$ cat src/rtl/sdram_col_pkg.sv
package sdram_col_pkg;

  localparam int          LEN_CODE_W  = 3;
  localparam int          MAX_FIXED_LG = 3;

  localparam logic [LEN_CODE_W-1:0] LC_ONE   = 3'b000;
  localparam logic [LEN_CODE_W-1:0] LC_TWO   = 3'b001;
  localparam logic [LEN_CODE_W-1:0] LC_FOUR  = 3'b010;
  localparam logic [LEN_CODE_W-1:0] LC_EIGHT = 3'b011;
  localparam logic [LEN_CODE_W-1:0] LC_PAGE  = 3'b111;

  typedef enum logic {
    ORD_SEQ = 1'b0,
    ORD_ITL = 1'b1
  } col_order_e;

  // log2 of the fixed burst length; 0 for anything that is not a fixed length
  function automatic logic [1:0] code_log2(input logic [LEN_CODE_W-1:0] code);
    case (code)
      LC_TWO:   code_log2 = 2'd1;
      LC_FOUR:  code_log2 = 2'd2;
      LC_EIGHT: code_log2 = 2'd3;
      default:  code_log2 = 2'd0;
    endcase
  endfunction

  function automatic logic code_is_reserved(input logic [LEN_CODE_W-1:0] code);
    code_is_reserved = (code == 3'b100) || (code == 3'b101) || (code == 3'b110);
  endfunction

endpackage

$ cat src/rtl/blen_decode.sv
module blen_decode
  import sdram_col_pkg::*;
#(
  parameter int COL_W = 8
) (
  input  logic [LEN_CODE_W-1:0] len_code,
  input  logic                  order_sel,
  input  logic                  is_write,
  input  logic                  wr_one_beat,
  output logic [COL_W-1:0]      wrap_mask,
  output logic                  page_mode,
  output col_order_e            order,
  output logic                  rsvd_code
);

  logic       single_wr;
  logic [1:0] lg;
  logic       page_code;

  assign single_wr = is_write && wr_one_beat;
  assign rsvd_code = code_is_reserved(len_code);
  assign page_code = (len_code == LC_PAGE);
  assign page_mode = page_code && !single_wr;
  assign lg        = single_wr ? 2'd0 : code_log2(len_code);

  // interleave is not defined for full page: force sequential there
  assign order = page_mode ? ORD_SEQ : col_order_e'(order_sel);

  // per-bit mask: a bit wraps when it lies below log2(length), or always in page mode
  for (genvar gi = 0; gi < COL_W; gi++) begin : g_mask
    assign wrap_mask[gi] = page_mode || (gi < int'(lg));
  end

endmodule

$ cat src/rtl/beat_ctrl.sv
module beat_ctrl
  import sdram_col_pkg::*;
#(
  parameter int COL_W = 8
) (
  input  logic             clk,
  input  logic             rst_n,
  input  logic             burst_go,
  input  logic             halt,
  input  logic [COL_W-1:0] first_col,
  input  logic [COL_W-1:0] wrap_mask_in,
  input  logic             page_in,
  input  col_order_e       order_in,
  input  logic             rsvd_in,
  output logic             active_q,
  output logic [COL_W-1:0] idx_q,
  output logic [COL_W-1:0] mask_q,
  output logic             page_q,
  output col_order_e       order_q,
  output logic             rsvd_q,
  output logic [COL_W-1:0] scol_q,
  output logic             final_beat
);

  // a fixed burst ends when the beat index reaches length-1, which equals the mask
  assign final_beat = active_q && !page_q && (idx_q == mask_q);

  always_ff @(posedge clk or negedge rst_n) begin
    if (!rst_n) begin
      active_q <= 1'b0;
      idx_q    <= '0;
      mask_q   <= '0;
      page_q   <= 1'b0;
      order_q  <= ORD_SEQ;
      rsvd_q   <= 1'b0;
      scol_q   <= '0;
    end else if (burst_go) begin
      active_q <= 1'b1;
      idx_q    <= '0;
      mask_q   <= wrap_mask_in;
      page_q   <= page_in;
      order_q  <= order_in;
      rsvd_q   <= rsvd_in;
      scol_q   <= first_col;
    end else if (active_q) begin
      if (halt || final_beat) begin
        active_q <= 1'b0;
      end else begin
        idx_q <= idx_q + 1'b1;
      end
    end
  end

endmodule

$ cat src/rtl/col_map.sv
module col_map
  import sdram_col_pkg::*;
#(
  parameter int COL_W = 8
) (
  input  logic [COL_W-1:0] scol,
  input  logic [COL_W-1:0] mask,
  input  col_order_e       order,
  input  logic [COL_W-1:0] idx,
  output logic [COL_W-1:0] col
);

  function automatic logic [COL_W-1:0] map_col(
    input logic [COL_W-1:0] s,
    input logic [COL_W-1:0] m,
    input col_order_e       o,
    input logic [COL_W-1:0] i
  );
    logic [COL_W-1:0] hi, lo, mv;
    hi = s & ~m;
    lo = s & m;
    if (o == ORD_ITL) mv = (lo ^ i) & m;
    else              mv = (lo + i) & m;
    map_col = hi | mv;
  endfunction

  assign col = map_col(scol, mask, order, idx);

endmodule

$ cat src/rtl/sdram_col_seq.sv
module sdram_col_seq
  import sdram_col_pkg::*;
#(
  parameter int COL_W = 8
) (
  input  logic                  clk,
  input  logic                  rst_n,
  input  logic                  burst_go,
  input  logic [COL_W-1:0]      first_col,
  input  logic [LEN_CODE_W-1:0] len_code,
  input  logic                  order_sel,
  input  logic                  is_write,
  input  logic                  wr_one_beat,
  input  logic                  halt,
  output logic [COL_W-1:0]      col_out,
  output logic                  beat_valid,
  output logic                  beat_last,
  output logic                  len_err
);

  localparam int MIN_COL_W = MAX_FIXED_LG;

  logic [COL_W-1:0] dec_mask;
  logic             dec_page;
  col_order_e       dec_order;
  logic             dec_rsvd;

  logic             active_q;
  logic [COL_W-1:0] idx_q;
  logic [COL_W-1:0] mask_q;
  logic             page_q;
  col_order_e       order_q;
  logic             rsvd_q;
  logic [COL_W-1:0] scol_q;
  logic             final_beat;
  logic [COL_W-1:0] mapped_col;

  initial begin
    if (COL_W < MIN_COL_W) $error("COL_W too small for an 8-beat burst");
  end

  blen_decode #(.COL_W(COL_W)) u_dec (
    .len_code    (len_code),
    .order_sel   (order_sel),
    .is_write    (is_write),
    .wr_one_beat (wr_one_beat),
    .wrap_mask   (dec_mask),
    .page_mode   (dec_page),
    .order       (dec_order),
    .rsvd_code   (dec_rsvd)
  );

  beat_ctrl #(.COL_W(COL_W)) u_ctrl (
    .clk          (clk),
    .rst_n        (rst_n),
    .burst_go     (burst_go),
    .halt         (halt),
    .first_col    (first_col),
    .wrap_mask_in (dec_mask),
    .page_in      (dec_page),
    .order_in     (dec_order),
    .rsvd_in      (dec_rsvd),
    .active_q     (active_q),
    .idx_q        (idx_q),
    .mask_q       (mask_q),
    .page_q       (page_q),
    .order_q      (order_q),
    .rsvd_q       (rsvd_q),
    .scol_q       (scol_q),
    .final_beat   (final_beat)
  );

  col_map #(.COL_W(COL_W)) u_map (
    .scol  (scol_q),
    .mask  (mask_q),
    .order (order_q),
    .idx   (idx_q),
    .col   (mapped_col)
  );

  assign beat_valid = active_q;
  assign beat_last  = final_beat;
  assign len_err    = active_q && rsvd_q;
  assign col_out    = active_q ? mapped_col : '0;

endmodule

$ cat config.mk
export PLATFORM = sky130hd
export DESIGN_NAME = sdram_col_seq
export DESIGN_NICKNAME = d
export VERILOG_FILES = /design/src/rtl/sdram_col_pkg.sv /design/src/rtl/blen_decode.sv /design/src/rtl/beat_ctrl.sv /design/src/rtl/col_map.sv /design/src/rtl/sdram_col_seq.sv
export SDC_FILE = /design/constraint.sdc
export NUM_CORES = 1
export LEC_CHECK = 0
export ABC_AREA = 1
export ABC_CLOCK_PERIOD_IN_PS = 4150
export BUFFER_PORTS_ARGS = -buffer_cell sky130_fd_sc_hd__buf_2
export CORE_ASPECT_RATIO = 1.1
export CORE_UTILIZATION = 45
export CTS_CLUSTER_DIAMETER = 150
export DETAILED_ROUTE_END_ITERATION = 12
export GPL_TIMING_DRIVEN = 0
export PLACE_DENSITY_LB_ADDON = 0.05
export SLEW_MARGIN = 40
export SYNTH_ARGS = -nofsm -noshare
export SYNTH_HDL_FRONTEND = slang
export SYNTH_HIERARCHICAL = 1
export SYNTH_SLANG_ARGS = --single-unit
export TNS_END_PERCENT = 100
$ cat constraint.sdc
create_clock -name clk -period 4.15 [get_ports clk]
set_clock_uncertainty 0.1 [all_clocks]
set_input_delay 0.415 -clock clk [delete_from_list [all_inputs] [get_ports clk]]
set_output_delay 0.415 -clock clk [all_outputs]
set_load 0.1 [all_outputs]
==> Word-level counts from Yosys, hierarchy flattened <==
Index checks and enable logic that the tools add are counted.
{ "totals": {"ff_bits": 24, "wordCells": 54, "output_inout_bits": 11, "in_bits": 18} }
{ "classes": {"bitwise_logic": 7, "eq_ne": 9, "reduce_logical": 15, "add_sub_neg": 2, "n_mux": 11, "magnitude_cmp": 3} }
{ "op_table": {"columns": ["operator", "count"], "rows": [
  ["$mux 8", 5],
  ["$and 8x8->8", 4],
  ["$eq 3x3->1 const B", 4],
  ["$add 8x1->8 const B", 1],
  ["$add 8x8->8", 1],
  ["$eq 8x8->1", 1],
  ["$not 8->8", 1],
  ["$or 8x8->8", 1],
  ["$xor 8x8->8", 1],
  ["$eq 3x2->1 const B", 2],
  ["$logic_or 1x1->1", 6],
  ["$pmux 2 s3", 1],
  ["$logic_and 1x1->1", 5],
  ["$lt 1x2->1 const A", 2],
  ["$mux 1", 4],
  ["$eq 3x1->1 const B", 1],
  ["$logic_not 1->1", 2],
  ["$lt 2x2->1 const A", 1],
  ["$mux 2", 1],
  ["$ne 2x2->1 const B", 1],
  ["$reduce_and 2->1", 1],
  ["$reduce_bool 2->1", 1]
]} }

==> Logic depth before layout (Yosys ltp) <==
Gate-level depths: netlist (run 1).
{ "depth": {"ltp_word": 7, "depth_mapped": 14, "ltp_nobuf": 14} }

==> Cells and area by module <==
The synthesis (run 1) kept the hierarchy.
{ "by_module_without_submodules": {"columns": ["mod", "area_each_um2", "cells_each", "seq_area_each_um2", "n_inst"], "rows": [
  ["beat_ctrl", 1415.1, 178, 700.7, 1],
  ["col_map", 501.7, 98, 0.0, 1],
  ["blen_decode", 105.1, 21, 0.0, 1],
  ["sdram_col_seq", 78.8, 19, 0.0, 1]
]} }

==> Worst setup path after synthesis (run 1) <==
No wires, ideal clock.
{ "synth_path": {"path_kind": "reg-to-output", "start": "register u_ctrl.mask_q[0]", "end": "output col_out[4]", "arrival_time_ps": 2219, "slack_ps": 1416, "required_time_ps": 3635, "stages_incl_launch_ff": 12, "n_path_buf": 0, "path_cell_list": "dfrtp_1 -> nand2_1 -> inv_1 -> ha_1 -> inv_1 -> fa_1 -> o21ai_0 -> nand2_1 -> xor2_1 -> a21oi_1 -> nand2_1 -> inv_1"} }
{ "synth_via": {"elab_chain_cells": 6} }
{ "synth_rtl": {"columns": ["element", "line", "text"], "rows": [
  ["start, declared", "beat_ctrl.sv:17", "output logic [COL_W-1:0] mask_q,"],
  ["start signal, assigned", "beat_ctrl.sv:40", "mask_q <= wrap_mask_in;"],
  ["$and 8x8->8", "col_map.sv:21", "lo = s & m;"],
  ["$add 8x8->8", "col_map.sv:23", "else mv = (lo + i) & m;"],
  ["$and 8x8->8", "col_map.sv:23", null],
  ["$mux 8", "col_map.sv:22", "if (o == ORD_ITL) mv = (lo ^ i) & m;"],
  ["$or 8x8->8", "col_map.sv:24", "map_col = hi | mv;"],
  ["named net mapped_col[4]", "sdram_col_seq.sv:36", "logic [COL_W-1:0] mapped_col;"],
  ["$mux 8", "sdram_col_seq.sv:84", "assign col_out = active_q ? mapped_col : '0;"],
  ["end, declared", "sdram_col_seq.sv:15", "output logic [COL_W-1:0] col_out,"]
]} }
The timed path passes the listed nets, and every way through them passes these cells.

==> Worst setup path after layout (run 1) <==
Same ends and word-level chain as after synthesis.

==> run_results.csv, run 1 <==
group,metric,value,unit
clocking,clock_path_buffers,2,
routing,vias,1899,
timing,setup_violations,0,
clocking,hold_buffers,0,
setup_path,crit_path_end_kind,"primary output",
setup_path,required,3.63,ns
clocking,ctsHtreeMaxLevel,1,
timing,maxSlewHeadroom,55.8,%
timing,min_period_over_period,76.6,%
finish,nFillCells,451,
yosys,synth_top_area_share,33.4,%
timing,hold_viol,0,
grt,grtUsageTotal,21.9,%
run_status,status,"finished, final reports clean",
grt,first_global_vias,1762,
finish,final_cell_area,2370,sq um
power_and_ir_drop,combPwrFrac,30.5,%
hold_path,holdCritPathClass,"input pin to async pin",
clocking,clk_latency,0.28,ns
finish,finalNetCount,375,
yosys,syn_inst,316,
yosys,yosysSeqAreaShare,33.4,%
setup_path,crit_type,"flop to primary output",
floorplan,num_rows,25,
finish,final_util,54.2,%
routing,via_per_inst,4.74,
place,pre_cts_slack,1.29,ns
routing,drc,0,
place,port_buffers,27,
yosys,yosys.area.top_type,"dfrtp_1",
floorplan,dieHeight,73.7,microns
routing,first_pass_iters,4,
yosys,syn-cell-area,2100,sq um
floorplan,core-area,4380,sq um
clocking,clkSinkCount,28,
floorplan,fp.dieW,67.1,microns
timing,slew_viol_final,0,
setup_path,crit_fanout,4,
timing,worst_pin_slew,0.664,ns
grt,grt_max_degree,29,
timing,worst_slack,0.972,ns
setup_path,arrival,2.66,ns
finish,n_antenna_cell,0,
power_and_ir_drop,power.leakage,1.46,nW
clocking,cts_root_buffer,"clkbuf_8",
power_and_ir_drop,p_switching,286,uW
clocking,path_clk_slew,0.10,ns
setup_path,cp-start-kind,"flop",
clocking,cts_buffers,3,
yosys,ys_types,29,
grt,gr-total-overflow,0,
timing,layout_min_cycle_time,3.18,ns
routing,totalWireLength,4.78,mm
clocking,post_cts_buffers,0,
timing,fin_tns_setup,0,ns
floorplan,io_pins,29,
timing,max_freq,315,MHz
finish,stdcell_count,401,
yosys,synth.avg_cell_area,6.65,sq um
place,dp_hpwl,3.54,mm
timing,whs,0.0590,ns
clocking,cts_tree,"built",
routing,wl_per_cell,11.9,microns
floorplan,initial_core_util,48.0,%
floorplan,die_area,4950,sq um
finish,areaGrowthSynthToFinish,13.0,%
power_and_ir_drop,p_per_area,320,nW/um^2
power_and_ir_drop,clkPwrFrac,28.8,%
yosys,synth.area.top_cells,"dfrtp_1 33%, nand2_1 22%, inv_1 9.8%",
yosys,ys_warn_count,6,
yosys,ys_ff_latch,28,
yosys,synth_fp_nets,343,
power_and_ir_drop,seq_power_share,40.7,%
power_and_ir_drop,intPower,475,uW
grt,antenna_found_initial,0,
finish,drive_above_1_share,16.1,%
power_and_ir_drop,finalPower,761,uW
place,placedInstanceArea,2300,sq um
place,place_congestion,0.823,
power_and_ir_drop,ir_drop,208,uV
grt,grt_pass1_wl,8.02,mm
routing,drt-initial-drc-count,105,
job,maxCapViolCount,0,
power_and_ir_drop,switching_share,37.5,%
clocking,cts_resized,0,
routing,ant_nets,0,
timing,rsz0062_at_grt,"no",
place,place_inst,397,
state kept, by name, indices dropped and copies added (netlist names):
signal           flops
u_ctrl/rsvd_q        1
u_ctrl/page_q        1
u_ctrl/active_q      1
u_ctrl/idx_q         8
u_ctrl/order_q       1
u_ctrl/mask_q        8
u_ctrl/scol_q        8
cells in the final DEF, fill, tap and decap left out:
master | Yosys | final
nand2_1 | 122 | 122
inv_1 | 55 | 55
buf_2 | 4 | 31
dfrtp_1 | 28 | 28
nand3_1 | 20 | 20
nor2_1 | 16 | 16
o21ai_0 | 11 | 11
nand4_1 | 8 | 8
ha_1 | 8 | 8
xor2_1 | 7 | 7
a21oi_1 | 5 | 5
buf_4 | 5 | 5
nand2_2 | 4 | 4
nor2_2 | 4 | 4
clkbuf_8 | 0 | 3
nor2_4 | 2 | 2
clkbuf_1 | 2 | 2
xnor2_1 | 2 | 2
nand3b_1 | 2 | 2
buf_6 | 1 | 1
bufinv_16 | 0 | 1
a21oi_2 | 1 | 1
nand3_4 | 1 | 1
nand2_4 | 1 | 1
nand3_2 | 1 | 1
clkinv_1 | 1 | 1
o21bai_1 | 1 | 1
and2_1 | 1 | 1
or2_1 | 1 | 1
mux2_2 | 1 | 1
fa_1 | 1 | 1
logic make-up after synthesis:
logic type	Yosys count	synth area share [%]
AND/OR/NAND/NOR	183	38.4
buffers and inverters	68	13.6
multiplexers	1	0.536
XOR/XNOR	9	3.75
adder cells (fa/ha/maj)	9	5.72
AO/OA/AOI/OAI	18	4.59
flip-flops	28	33.4
layer usage:
metal	vias to the layer above	GRT usage, %	share of wire (%)
li1	1016	-	-
met1	842	28.6	49
met2	33	37.1	46
met3	8	1.86	2.3
met4	0	7.80	2.0
met5	-	0	0
cell usage after synthesis:
library cell  instances
xor2_1                7
nand2_2               4
dfrtp_1              28
nand3_4               1
buf_4                 5
a21oi_2               1
mux2_2                1
or2_1                 1
o21ai_0              11
a21oi_1               5
nand4_1               8
and2_1                1
inv_1                55
nand3_2               1
xnor2_1               2
nand2_1             122
o21bai_1              1
nor2_4                2
nor2_1               16
buf_2                 4
nand3_1              20
clkinv_1              1
nand2_4               1
nand3b_1              2
nor2_2                4
clkbuf_1              2
ha_1                  8
fa_1                  1
buf_6                 1
worst paths after layout:
check	end	startpoint	depth (start not counted)	slack, ns
min reg2reg	u_ctrl/rsvd_q$_DFFE_PN0P_	u_ctrl/rsvd_q$_DFFE_PN0P_	2	0.39
max	col_out[4]	u_ctrl/mask_q[0]$_DFFE_PN0P_	12	0.97
min in group clk	u_ctrl/scol_q[7]$_DFFE_PN0P_	first_col[7]	3	0.23
max reg2reg	u_ctrl/idx_q[5]$_DFFE_PN0P_	u_ctrl/idx_q[3]$_DFFE_PN0P_	9	2.64
min	u_ctrl/mask_q[0]$_DFFE_PN0P_	rst_n	1	0.06
max in group asynchronous	u_ctrl/mask_q[3]$_DFFE_PN0P_	rst_n	1	3.47
power by group through the flow:
stage                     clock network, mW  logic, mW  registers, mW
after floorplan                           0      0.182          0.316
final                                 0.219      0.232          0.310
after CTS                             0.228      0.234          0.310
after detailed placement                  0      0.234          0.316
after global routing                  0.236      0.252          0.313
after global placement                    0      0.231          0.315
area by class of cell:
type	instances	area (sq um)	share of cell area, %
clock inverters	1	30.0	1.26
repair buffers	27	135	5.69
well taps	54	67.6	2.85
inverters	56	210	8.85
clock buffers	3	41.3	1.74
multi-input cells	220	1110	46.9
flip-flops and latches	28	701	29.5
plain buffers	12	76.3	3.21
critical path, cell delays in order, from the launching register on:
cell	delay [ns]
dfrtp_1	0.42
nand2_1	0.07
inv_1	0.05
ha_1	0.18
inv_1	0.06
fa_1	0.40
o21ai_0	0.29
nand2_1	0.10
xor2_1	0.15
a21oi_1	0.14
nand2_1	0.07
inv_1	0.04
buf_2	0.41
(Power assumes the default switching activity.)
==> run 2: changes to the inputs <==
ABC_CLOCK_PERIOD_IN_PS = 2900   (was 4150)
clock period = 2.9 ns   (was 4.15 ns; I/O delays follow)
==> run 2 against run 1 <==
Utilization increased by 0.86 points. Largest cell class unchanged. Global-route usage increased by 0.065 points. Power grew 44%. Combinational power increased by 47%.
==> run_results.csv, run 2 (synthesis results as in run 1) <==
group,metric,value,unit
run_status,status,"finished, final reports clean",
timing,setup_violations,0,
grt,gr-total-overflow,0,
floorplan,initial_core_util,48.0,%
setup_path,cp-start-kind,"flop",
clocking,cts_root_buffer,"clkbuf_8",
power_and_ir_drop,p_per_area,456,nW/um^2
timing,slew_viol_final,0,
grt,antenna_found_initial,0,
place,pre_cts_slack,0.168,ns
routing,vias,1900,
routing,drc,0,
finish,most-common-layout-cells,"122 x nand2_1, 55 x inv_1, 29 x buf_2",
hold_path,holdCritPathClass,"input pin to flop",
finish,final_common_cell,"nand2_1",
place,port_buffers,27,
clocking,clkSinkCount,28,
finish,areaGrowthSynthToFinish,14.8,%
timing,worst_slack,0.171,ns
routing,drt-initial-drc-count,121,
timing,rsz0062_at_grt,"no",
timing,fin_tns_setup,0,ns
power_and_ir_drop,ir_drop,295,uV
timing,max_freq,366,MHz
finish,top_regs,"u_ctrl/idx_q x8, u_ctrl/mask_q x8, u_ctrl/scol_q x8",
finish,nFillCells,447,
floorplan,fp.dieW,67.1,microns
place,dp_hpwl,3.54,mm
floorplan,dieHeight,73.7,microns
setup_path,slowest_delay,0.45,ns
grt,grt_pass1_wl,8.05,mm
setup_path,crit_buf_inv,3,
place,place_congestion,0.823,
timing,min_period_over_period,94.1,%
clocking,path_clk_slew,0.10,ns
setup_path,crit_fanout,6,
setup_path,crit_path_end_kind,"primary output",
timing,maxSlewHeadroom,55.5,%
routing,wl_per_cell,12.0,microns
clocking,cts_tree,"built",
clocking,clk_latency,0.28,ns
routing,via_per_inst,4.71,
routing,ant_nets,0,
finish,finalNetCount,377,
floorplan,core-area,4380,sq um
grt,grt_max_degree,29,
setup_path,crit_type,"flop to primary output",
power_and_ir_drop,power.leakage,1.47,nW
finish,seq_area,701,sq um
setup_path,crit_family,"adder cells",
floorplan,io_pins,29,
floorplan,num_rows,25,
finish,drive_above_1_share,16.6,%
timing,worst_pin_slew,0.667,ns
grt,grtUsageTotal,21.9,%
clocking,cts_buffers,3,
finish,multiInputGateArea,1120,sq um
setup_path,cp_slowest_cell,"dfrtp_1",
grt,first_global_vias,1772,
clocking,ctsHtreeMaxLevel,1,
routing,totalWireLength,4.82,mm
clocking,clock_path_buffers,2,
timing,layout_min_cycle_time,2.73,ns
finish,n_antenna_cell,0,
routing,first_pass_iters,4,
floorplan,die_area,4950,sq um
setup_path,path_cells,"ha_1 -> inv_1 -> fa_1 -> o21ai_2 -> nand2_1 -> xor2_1 -> a21oi_1 -> nand2_1 -> inv_1 -> buf_6",
job,maxCapViolCount,0,
timing,hold_viol,0,
setup_path,required,2.51,ns
setup_path,arrival,2.34,ns
-- run 2: layout make-up --
type	instances	area share, %
Multi-Input combinational cell	220	46.3
Sequential cell	28	29.0
Inverter	56	8.71
Timing Repair Buffer	29	7.00
Buffer	12	3.16
Tap cell	54	2.80
Clock buffer	3	1.71
Clock inverter	1	1.24
-- run 2: timing repair --
item | in CTS | in global routing
resized for setup | 4 | 3
hold buffers | 1 | 0
endpoints found under the hold margin | 28 | 0
endpoints found under the setup margin | 2 | 3
setup buffers | 0 | 1
-- run 2: power breakdown --
part / internal (mW) / switching (mW) / total (mW)
Clock: 0.185 / 0.129 / 0.314
Combinational: 0.0886 / 0.254 / 0.342
Sequential: 0.415 / 0.0283 / 0.443
-- run 2: per-stage QoR --
step                      cells  cell area [sq um]  total power, mW  hold slack [ns]  utilization (%)
after floorplan             316               2100            0.712           -0.106                -
after global placement      397               2300            0.782            0.257             52.6
after detailed placement    397               2300            0.786            0.268             52.6
after CTS                   402               2400             1.11           0.0936             54.7
after global routing        403               2410             1.16           0.0939             55.1
final                       403               2410             1.10            0.103             55.1
-- run 2: final timing paths --
| kind | startpoint | end | slack (ns) | cells after the start |
|---|---|---|---|---|
| worst max-delay path | u_ctrl/idx_q[0]$_DFFE_PN0P_ | col_out[4] | 0.17 | 10 |
| min in group asynchronous | rst_n | u_ctrl/mask_q[0]$_DFFE_PN0P_ | 0.49 | 2 |
| max in group asynchronous | rst_n | u_ctrl/mask_q[3]$_DFFE_PN0P_ | 1.79 | 2 |
| worst min-delay path | first_col[7] | u_ctrl/scol_q[7]$_DFFE_PN0P_ | 0.10 | 3 |
| worst max register to register | u_ctrl/idx_q[3]$_DFFE_PN0P_ | u_ctrl/idx_q[2]$_DFFE_PN0P_ | 1.39 | 9 |
| worst min register to register | u_ctrl/rsvd_q$_DFFE_PN0P_ | u_ctrl/rsvd_q$_DFFE_PN0P_ | 0.39 | 2 |
-- run 2: routing by layer --
metal / up-vias / wire (microns) / GRT usage, %
li1: 1021 / - / -
met1: 843 / 2330 / 28.6
met2: 28 / 2300 / 37.3
met3: 8 / 92 / 1.86
met4: 0 / 95 / 7.80
met5: - / 0 / 0
-- run 2: worst reg2reg max path, stage by stage, from the launching register on --
cell and delay, ns:
dfrtp_1 0.48, inv_1 0.13, nand2_1 0.07, nand2_2 0.06
nand2_2 0.07, nor2_4 0.10, nand3_4 0.15, nand2_4 0.15
nand3_1 0.08, nand2_1 0.07
